`src/rtl/gbi_pkg.sv`:
```
package gbi_pkg;
  localparam int BANK_W     = 32;
  localparam int BANK_SEL_W = 2;
  localparam int GRP_W      = 4;
  localparam int ADDR_W     = GRP_W + BANK_SEL_W;

  localparam logic [GRP_W-1:0] GRP_OE       = 4'd0;
  localparam logic [GRP_W-1:0] GRP_IE       = 4'd1;
  localparam logic [GRP_W-1:0] GRP_DOUT     = 4'd2;
  localparam logic [GRP_W-1:0] GRP_DIN      = 4'd3;
  localparam logic [GRP_W-1:0] GRP_MODE     = 4'd4;
  localparam logic [GRP_W-1:0] GRP_RISE_OFF = 4'd5;
  localparam logic [GRP_W-1:0] GRP_FALL_OFF = 4'd6;
  localparam logic [GRP_W-1:0] GRP_LVL_LOW  = 4'd7;
  localparam logic [GRP_W-1:0] GRP_LVL_MASK = 4'd8;
  localparam logic [GRP_W-1:0] GRP_STATUS   = 4'd9;
  localparam logic [GRP_W-1:0] GRP_IRQ_MASK = 4'd10;

  typedef struct packed {
    logic [BANK_SEL_W-1:0] bank;
    logic oe, ie, dout, mode, riseOff, fallOff, lvlLow, lvlMask, statClr, irqMask;
    logic [BANK_W-1:0] data;
  } strobe_t;
endpackage

```
`src/rtl/gbi_ctrl.sv`:
```
module gbi_ctrl
  import gbi_pkg::*;
(
  input  logic              regWe,
  input  logic [ADDR_W-1:0] regAddr,
  input  logic [BANK_W-1:0] regWdata,
  output strobe_t           stb,
  output logic [GRP_W-1:0]  rdGrp,
  output logic [BANK_SEL_W-1:0] rdBank
);
  assign rdGrp  = regAddr[ADDR_W-1:BANK_SEL_W];
  assign rdBank = regAddr[BANK_SEL_W-1:0];

  always_comb begin
    stb      = '0;
    stb.bank = rdBank;
    stb.data = regWdata;
    if (regWe) begin
      case (rdGrp)
        GRP_OE:       stb.oe      = 1'b1;
        GRP_IE:       stb.ie      = 1'b1;
        GRP_DOUT:     stb.dout    = 1'b1;
        GRP_MODE:     stb.mode    = 1'b1;
        GRP_RISE_OFF: stb.riseOff = 1'b1;
        GRP_FALL_OFF: stb.fallOff = 1'b1;
        GRP_LVL_LOW:  stb.lvlLow  = 1'b1;
        GRP_LVL_MASK: stb.lvlMask = 1'b1;
        GRP_STATUS:   stb.statClr = 1'b1;
        GRP_IRQ_MASK: stb.irqMask = 1'b1;
        default: ;
      endcase
    end
  end
endmodule

```
`src/rtl/gbi_datapath.sv`:
```
module gbi_datapath
  import gbi_pkg::*;
#(
  parameter int NUM_PINS  = 93,
  parameter int NUM_BANKS = 3
) (
  input  logic                  clk,
  input  logic                  rstN,
  input  strobe_t               stb,
  input  logic [GRP_W-1:0]      rdGrp,
  input  logic [BANK_SEL_W-1:0] rdBank,
  input  logic [NUM_PINS-1:0]   pinIn,
  output logic [NUM_PINS-1:0]   pinOut,
  output logic [NUM_PINS-1:0]   pinOe,
  output logic [BANK_W-1:0]     regRdata,
  output logic                  irq,
  output logic [NUM_BANKS*BANK_W-1:0] oeVec,
  output logic [NUM_BANKS*BANK_W-1:0] ieVec,
  output logic [NUM_BANKS*BANK_W-1:0] statVec,
  output logic [NUM_BANKS*BANK_W-1:0] imaskVec
);
  localparam int PAD_W = NUM_BANKS * BANK_W;
  localparam logic [PAD_W-1:0] IMPL = PAD_W'({NUM_PINS{1'b1}});

  logic [PAD_W-1:0] oeR, ieR, doutR, modeR, riseOffR, fallOffR;
  logic [PAD_W-1:0] lvlLowR, lvlMaskR, statR, imaskR;
  logic [PAD_W-1:0] sync1, sync2, prevR, pinPad;
  logic [PAD_W-1:0] riseHit, fallHit, lvlHit, evt, selVec, selMasked;

  assign pinPad = PAD_W'(pinIn);

  // two-flop synchroniser plus one history stage for edge finding
  always_ff @(posedge clk or negedge rstN) begin
    if (!rstN) begin
      sync1 <= '0;
      sync2 <= '0;
      prevR <= '0;
    end else begin
      sync1 <= pinPad;
      sync2 <= sync1;
      prevR <= sync2;
    end
  end

  assign riseHit = sync2 & ~prevR & ~riseOffR;
  assign fallHit = ~sync2 & prevR & ~fallOffR;
  assign lvlHit  = modeR & ~lvlMaskR & (sync2 ^ lvlLowR);
  assign evt     = ((~modeR & (riseHit | fallHit)) | lvlHit) & IMPL;

  for (genvar b = 0; b < NUM_BANKS; b++) begin : g_bank
    localparam int LO = b * BANK_W;
    logic hit;
    assign hit = (int'(stb.bank) == b);

    always_ff @(posedge clk or negedge rstN) begin
      if (!rstN) begin
        oeR[LO +: BANK_W]      <= '0;
        ieR[LO +: BANK_W]      <= '0;
        doutR[LO +: BANK_W]    <= '0;
        modeR[LO +: BANK_W]    <= '0;
        riseOffR[LO +: BANK_W] <= '1;
        fallOffR[LO +: BANK_W] <= '1;
        lvlLowR[LO +: BANK_W]  <= '0;
        lvlMaskR[LO +: BANK_W] <= '1;
        imaskR[LO +: BANK_W]   <= '1;
        statR[LO +: BANK_W]    <= '0;
      end else begin
        if (hit && stb.oe) begin
          oeR[LO +: BANK_W] <= stb.data;
          ieR[LO +: BANK_W] <= ieR[LO +: BANK_W] & ~stb.data;
        end else if (hit && stb.ie) begin
          ieR[LO +: BANK_W] <= stb.data;
          oeR[LO +: BANK_W] <= oeR[LO +: BANK_W] & ~stb.data;
        end
        if (hit && stb.dout)    doutR[LO +: BANK_W]    <= stb.data;
        if (hit && stb.mode)    modeR[LO +: BANK_W]    <= stb.data;
        if (hit && stb.riseOff) riseOffR[LO +: BANK_W] <= stb.data;
        if (hit && stb.fallOff) fallOffR[LO +: BANK_W] <= stb.data;
        if (hit && stb.lvlLow)  lvlLowR[LO +: BANK_W]  <= stb.data;
        if (hit && stb.lvlMask) lvlMaskR[LO +: BANK_W] <= stb.data;
        if (hit && stb.irqMask) imaskR[LO +: BANK_W]   <= stb.data;
        // a fresh event wins over a clear in the same cycle
        statR[LO +: BANK_W] <= (statR[LO +: BANK_W] &
                                ~((hit && stb.statClr) ? stb.data : '0))
                               | evt[LO +: BANK_W];
      end
    end
  end

  always_ff @(posedge clk or negedge rstN) begin
    if (!rstN) irq <= 1'b0;
    else       irq <= |(statR & ~imaskR);
  end

  always_comb begin
    case (rdGrp)
      GRP_OE:       selVec = oeR;
      GRP_IE:       selVec = ieR;
      GRP_DOUT:     selVec = doutR;
      GRP_DIN:      selVec = sync2;
      GRP_MODE:     selVec = modeR;
      GRP_RISE_OFF: selVec = riseOffR;
      GRP_FALL_OFF: selVec = fallOffR;
      GRP_LVL_LOW:  selVec = lvlLowR;
      GRP_LVL_MASK: selVec = lvlMaskR;
      GRP_STATUS:   selVec = statR;
      GRP_IRQ_MASK: selVec = imaskR;
      default:      selVec = '0;
    endcase
    selMasked = selVec & IMPL;
    regRdata  = '0;
    for (int b = 0; b < NUM_BANKS; b++)
      if (int'(rdBank) == b) regRdata = selMasked[b*BANK_W +: BANK_W];
  end

  assign pinOut   = doutR[NUM_PINS-1:0];
  assign pinOe    = oeR[NUM_PINS-1:0];
  assign oeVec    = oeR;
  assign ieVec    = ieR;
  assign statVec  = statR;
  assign imaskVec = imaskR;
endmodule

```
`src/rtl/gpio_bank_irq.sv`:
```
module gpio_bank_irq
  import gbi_pkg::*;
#(
  parameter int NUM_PINS = 93
) (
  input  logic                clk,
  input  logic                rstN,
  input  logic                regWe,
  input  logic [ADDR_W-1:0]   regAddr,
  input  logic [BANK_W-1:0]   regWdata,
  output logic [BANK_W-1:0]   regRdata,
  input  logic [NUM_PINS-1:0] pinIn,
  output logic [NUM_PINS-1:0] pinOut,
  output logic [NUM_PINS-1:0] pinOe,
  output logic                irq
);
  localparam int NUM_BANKS = (NUM_PINS + BANK_W - 1) / BANK_W;
  localparam int PAD_W     = NUM_BANKS * BANK_W;

  strobe_t                stb;
  logic [GRP_W-1:0]       rdGrp;
  logic [BANK_SEL_W-1:0]  rdBank;
  logic [PAD_W-1:0]       oeVec, ieVec, statVec, imaskVec;

  gbi_ctrl u_ctrl (
    .regWe(regWe), .regAddr(regAddr), .regWdata(regWdata),
    .stb(stb), .rdGrp(rdGrp), .rdBank(rdBank)
  );

  gbi_datapath #(.NUM_PINS(NUM_PINS), .NUM_BANKS(NUM_BANKS)) u_dp (
    .clk(clk), .rstN(rstN), .stb(stb), .rdGrp(rdGrp), .rdBank(rdBank),
    .pinIn(pinIn), .pinOut(pinOut), .pinOe(pinOe), .regRdata(regRdata),
    .irq(irq), .oeVec(oeVec), .ieVec(ieVec), .statVec(statVec),
    .imaskVec(imaskVec)
  );
endmodule

```
`config.mk`:
```
export PLATFORM = sky130hd
export DESIGN_NAME = gpio_bank_irq
export DESIGN_NICKNAME = d
export VERILOG_FILES = /design/src/rtl/gbi_pkg.sv /design/src/rtl/gbi_ctrl.sv /design/src/rtl/gbi_datapath.sv /design/src/rtl/gpio_bank_irq.sv
export SDC_FILE = /design/constraint.sdc
export NUM_CORES = 2
export LEC_CHECK = 0
export CELL_PAD_IN_SITES_DETAIL_PLACEMENT = 2
export CELL_PAD_IN_SITES_GLOBAL_PLACEMENT = 2
export CORE_MARGIN = 10
export CORE_UTILIZATION = 33
export CTS_BUF_LIST = sky130_fd_sc_hd__clkbuf_8
export DETAILED_ROUTE_END_ITERATION = 8
export DONT_BUFFER_PORTS = 1
export PLACE_DENSITY_LB_ADDON = 0.1
export SLEW_MARGIN = 20
export SYNTH_ARGS = -nofsm -noshare
export SYNTH_HDL_FRONTEND = slang
export SYNTH_SLANG_ARGS = --single-unit
export TNS_END_PERCENT = 5
```
`constraint.sdc`:
```
create_clock -name clk -period 4.6 [get_ports clk]
set_input_delay 0.69 -clock clk [delete_from_list [all_inputs] [get_ports clk]]
set_output_delay 0.69 -clock clk [all_outputs]
set_load 0.05 [all_outputs]
```
==> flow_summary.ini <==
[run_status]
status = finished, final reports clean

[placement]
portBuffers = 0
dp_hpwl_um = 164000
place.gp.congestion = 0.825
place_worst_setup_slack_ps = 715

[timing]
fmax_mhz = 248
slew_violations = 0
worst_slew_pin_slew_ps = 1180
rsz0062_at_grt = no
fin_skew_ps = 49.7
period_needed_ps = 4040
tns_ps = 0
hold_viol_final = 0
fin_ws_ps = 563
slew_headroom_pct = 21.4
setup_viol = 0
timing.final.crit_share_pct = 87.8

[drt]
ant_nets = 0
drc = 0
wl_per_cell_um = 35.7
viasPerCell = 5.76
drt-initial-drc-count = 3271
dr.pass1.iters = 7
vias = 40700
wl_um = 252000

[global_route]
overflow = 0
use_met3_pct = 4.05
first_global_vias = 44400
grt_antenna_before_repair = 8
grt.busiest_layer = met2
grtUsageTotal_pct = 27.5
grt_max_degree = 141
use_met1_pct = 34.5
met2_usage_pct = 47.3
grt_first_pass_wirelength_um = 355000

[worst_setup_path]
arrival_ps = 3350
required_ps = 3910
crit_fanout = 3
startpoint_type = flop
rr_endpoint = u_dp.irq
cp-startpoint = u_dp.pinOut[63]
criticalPathCategory = reg2out
reg2reg_slack_ps = 1680
end_kind = output port
r2r_start = u_dp.imaskVec[51]
crit_end = regRdata[31]
rr_worst_depth = 6

[pwr]
finalPower_mw = 27.6
power.leakage_nw = 26.5
p_clk_share_pct = 38.2
p_comb_share_pct = 10.0
switching_share_pct = 31.4
max-vdd-ir-drop_v = 0.000358
power.share.sequential_pct = 51.8
powerDensity_nw_per_um2 = 437
p_int_mw = 19.0
switching_power_mw = 8.68

[floorplan]
io_pins = 353
start_util_pct = 33.3
core.rowCount = 147
dieArea_um2 = 179000
core_um2 = 161000
fp.dieW_um = 423
fp.dieH_um = 423

[clocking]
cts_tree = done
post_cts_buffers = 0
cts_root_buffer = clkbuf_8
cts_buffer_depth = 3
cts_buffers = 222
clk_latency_ps = 970
clock-sinks = 1216
htreeDepth = 4
clkTransAtPathRegs_ps = 60
postCtsResizedCells = 0

[yosys]
synth_cells = 4493
synth.top_cell.area_share_pct = 39.2
synth_area_per_cell_um2 = 11.9
yosys.area.top_type = dfrtp_1
ys_top_cells_by_area = dfrtp_1 39%, dfstp_2 18%, mux2_2 14%
yosysUniqueCellTypes = 57
synth_area_um2 = 53600
syn_nets = 4627
synth-seq-area-share_pct = 57.6
synth_ff_type = dfrtp_1
async_reset_ff_share_pct = 100
ys_seq_elements = 1216
ys.warnings.count = 0
synth_edf_count = 0

[cells_and_area]
drive_gt1_share_pct = 32.4
fillers = 16500
syn_to_final_growth_pct = 18.0
fin_nets = 4840
final_util_pct = 39.3

[hold_path]
hold_class = in2reg

[run]
cap_violations = 0
## per-stage QoR
stage	hold WS, ps	cells	cell area [um^2]
4_1_cts	3.38	7064	63300
6_report	116	7069	63300
3_3_place_gp	332	6466	56700
3_5_place_dp	336	6466	56700
5_1_grt	49.6	7067	63300
2_1_floorplan	331	4493	53600
## power groups by stage
stage / clock (mW) / sequential [mW] / combinational, mW
floorplan: 0 / 13.7 / 1.74
global placement: 0 / 14.5 / 2.34
CTS: 10.9 / 14.3 / 2.78
global route: 11.4 / 14.5 / 3.02
detailed placement: 0 / 14.5 / 2.43
finish: 10.6 / 14.3 / 2.76
## layer usage
layer	part of all wire (%)	routed length, um	vias to the layer above
li1	-	-	16800
met1	42	105000	22200
met2	50	125000	1249
met3	4.4	11000	406
met4	4.3	10800	2
met5	0.0048	12	-
## kinds of logic (layout without fill, tap and decap cells)
group                  count (synthesis)  count (layout)  share of synthesized area [%]
AO/OA/AOI/OAI                       1053            1053                           14.5
AND/OR/NAND/NOR                     1040            1040                           8.74
flip-flops                          1216            1216                           57.6
other                                  0               5                              0
multiplexers                         654             654                           13.7
XOR/XNOR                              93              93                           1.52
buffers and inverters                437             848                           3.90
## cells in the mapped netlist, types with 6 or more instances
master     instances
a211oi_1           9
o221a_1           10
o21ai_0          119
mux2_2           644
o22ai_1           37
mux2i_1            7
inv_1             94
xnor2_1           93
clkbuf_1         153
nor3b_1           95
a22oi_1          233
buf_4             24
o221a_2           19
nand2_1          524
a222oi_1          30
nor2b_1           15
a2111oi_0          6
a22o_1            87
a21oi_1          161
a31oi_1           51
a221oi_1          80
nor2_1           302
dfstp_2          375
nor4_1             9
nand3_1            6
buf_1              6
buf_6             26
dfrtp_1          841
a21boi_0          88
nand4_1           31
and3_1            13
a221o_1          109
and4_1            17
buf_2            134
## repair_timing
| item | CTS | global route |
|---|---|---|
| endpoints found under the setup margin | 0 | 0 |
| hold endpoints to repair | 1090 | 0 |
| hold buffers | 176 | 0 |
## critical path: stages, from the launching register on
cell and delay [ps]:
dfrtp_1 780, nor3b_1 250, a31oi_1 60, o311ai_0 260, a2111oi_0 140, a2111oi_2 640
buf_6 250
## cells in the final DEF, fill, tap and decap left out, types with 31 or more instances in the layout
| cell | count |
|---|---|
| dfrtp_1 | 841 |
| mux2_2 | 644 |
| nand2_1 | 520 |
| dfstp_2 | 375 |
| nor2_1 | 284 |
| clkbuf_8 | 277 |
| a22oi_1 | 233 |
| inv_1 | 200 |
| a21oi_1 | 161 |
| dlygate4sd3_1 | 147 |
| o21ai_0 | 118 |
| a221o_1 | 109 |
| buf_4 | 105 |
| nor3b_1 | 94 |
| xnor2_1 | 93 |
| a21boi_0 | 88 |
| a22o_1 | 87 |
| a221oi_1 | 80 |
| buf_12 | 76 |
| a31oi_1 | 51 |
| o22ai_1 | 37 |
| nand4_1 | 31 |
## worst min-delay path by stage
stage,from,slack [ps],cells past startpoint,endpoint
after floorplan,u_dp.sync1[0],330,0,u_dp.sync2[0]
after global placement,u_dp.sync1[34],330,0,u_dp.sync2[34]
after detailed placement,u_dp.sync1[78],340,0,u_dp.sync2[78]
after CTS,regWdata[7],3,3,u_dp.ieVec[39]
after global routing,regWdata[7],50,2,u_dp.fallOffR[7]
final,regWdata[7],120,2,u_dp.modeR[7]
## cell type report
type / instances / area (um^2) / area share, %
flip-flops and latches: 1216 / 30900 / 48.8
multi-input cells: 2840 / 21000 / 33.1
repair buffers: 332 / 3840 / 6.07
clock buffers: 277 / 3810 / 6.02
well taps: 2160 / 2700 / 4.27
clock inverters: 145 / 724 / 1.14
inverters: 94 / 353 / 0.557
diodes: 5 / 12.5 / 0.0198
Note: power is estimated with default switching activity, not from simulation.
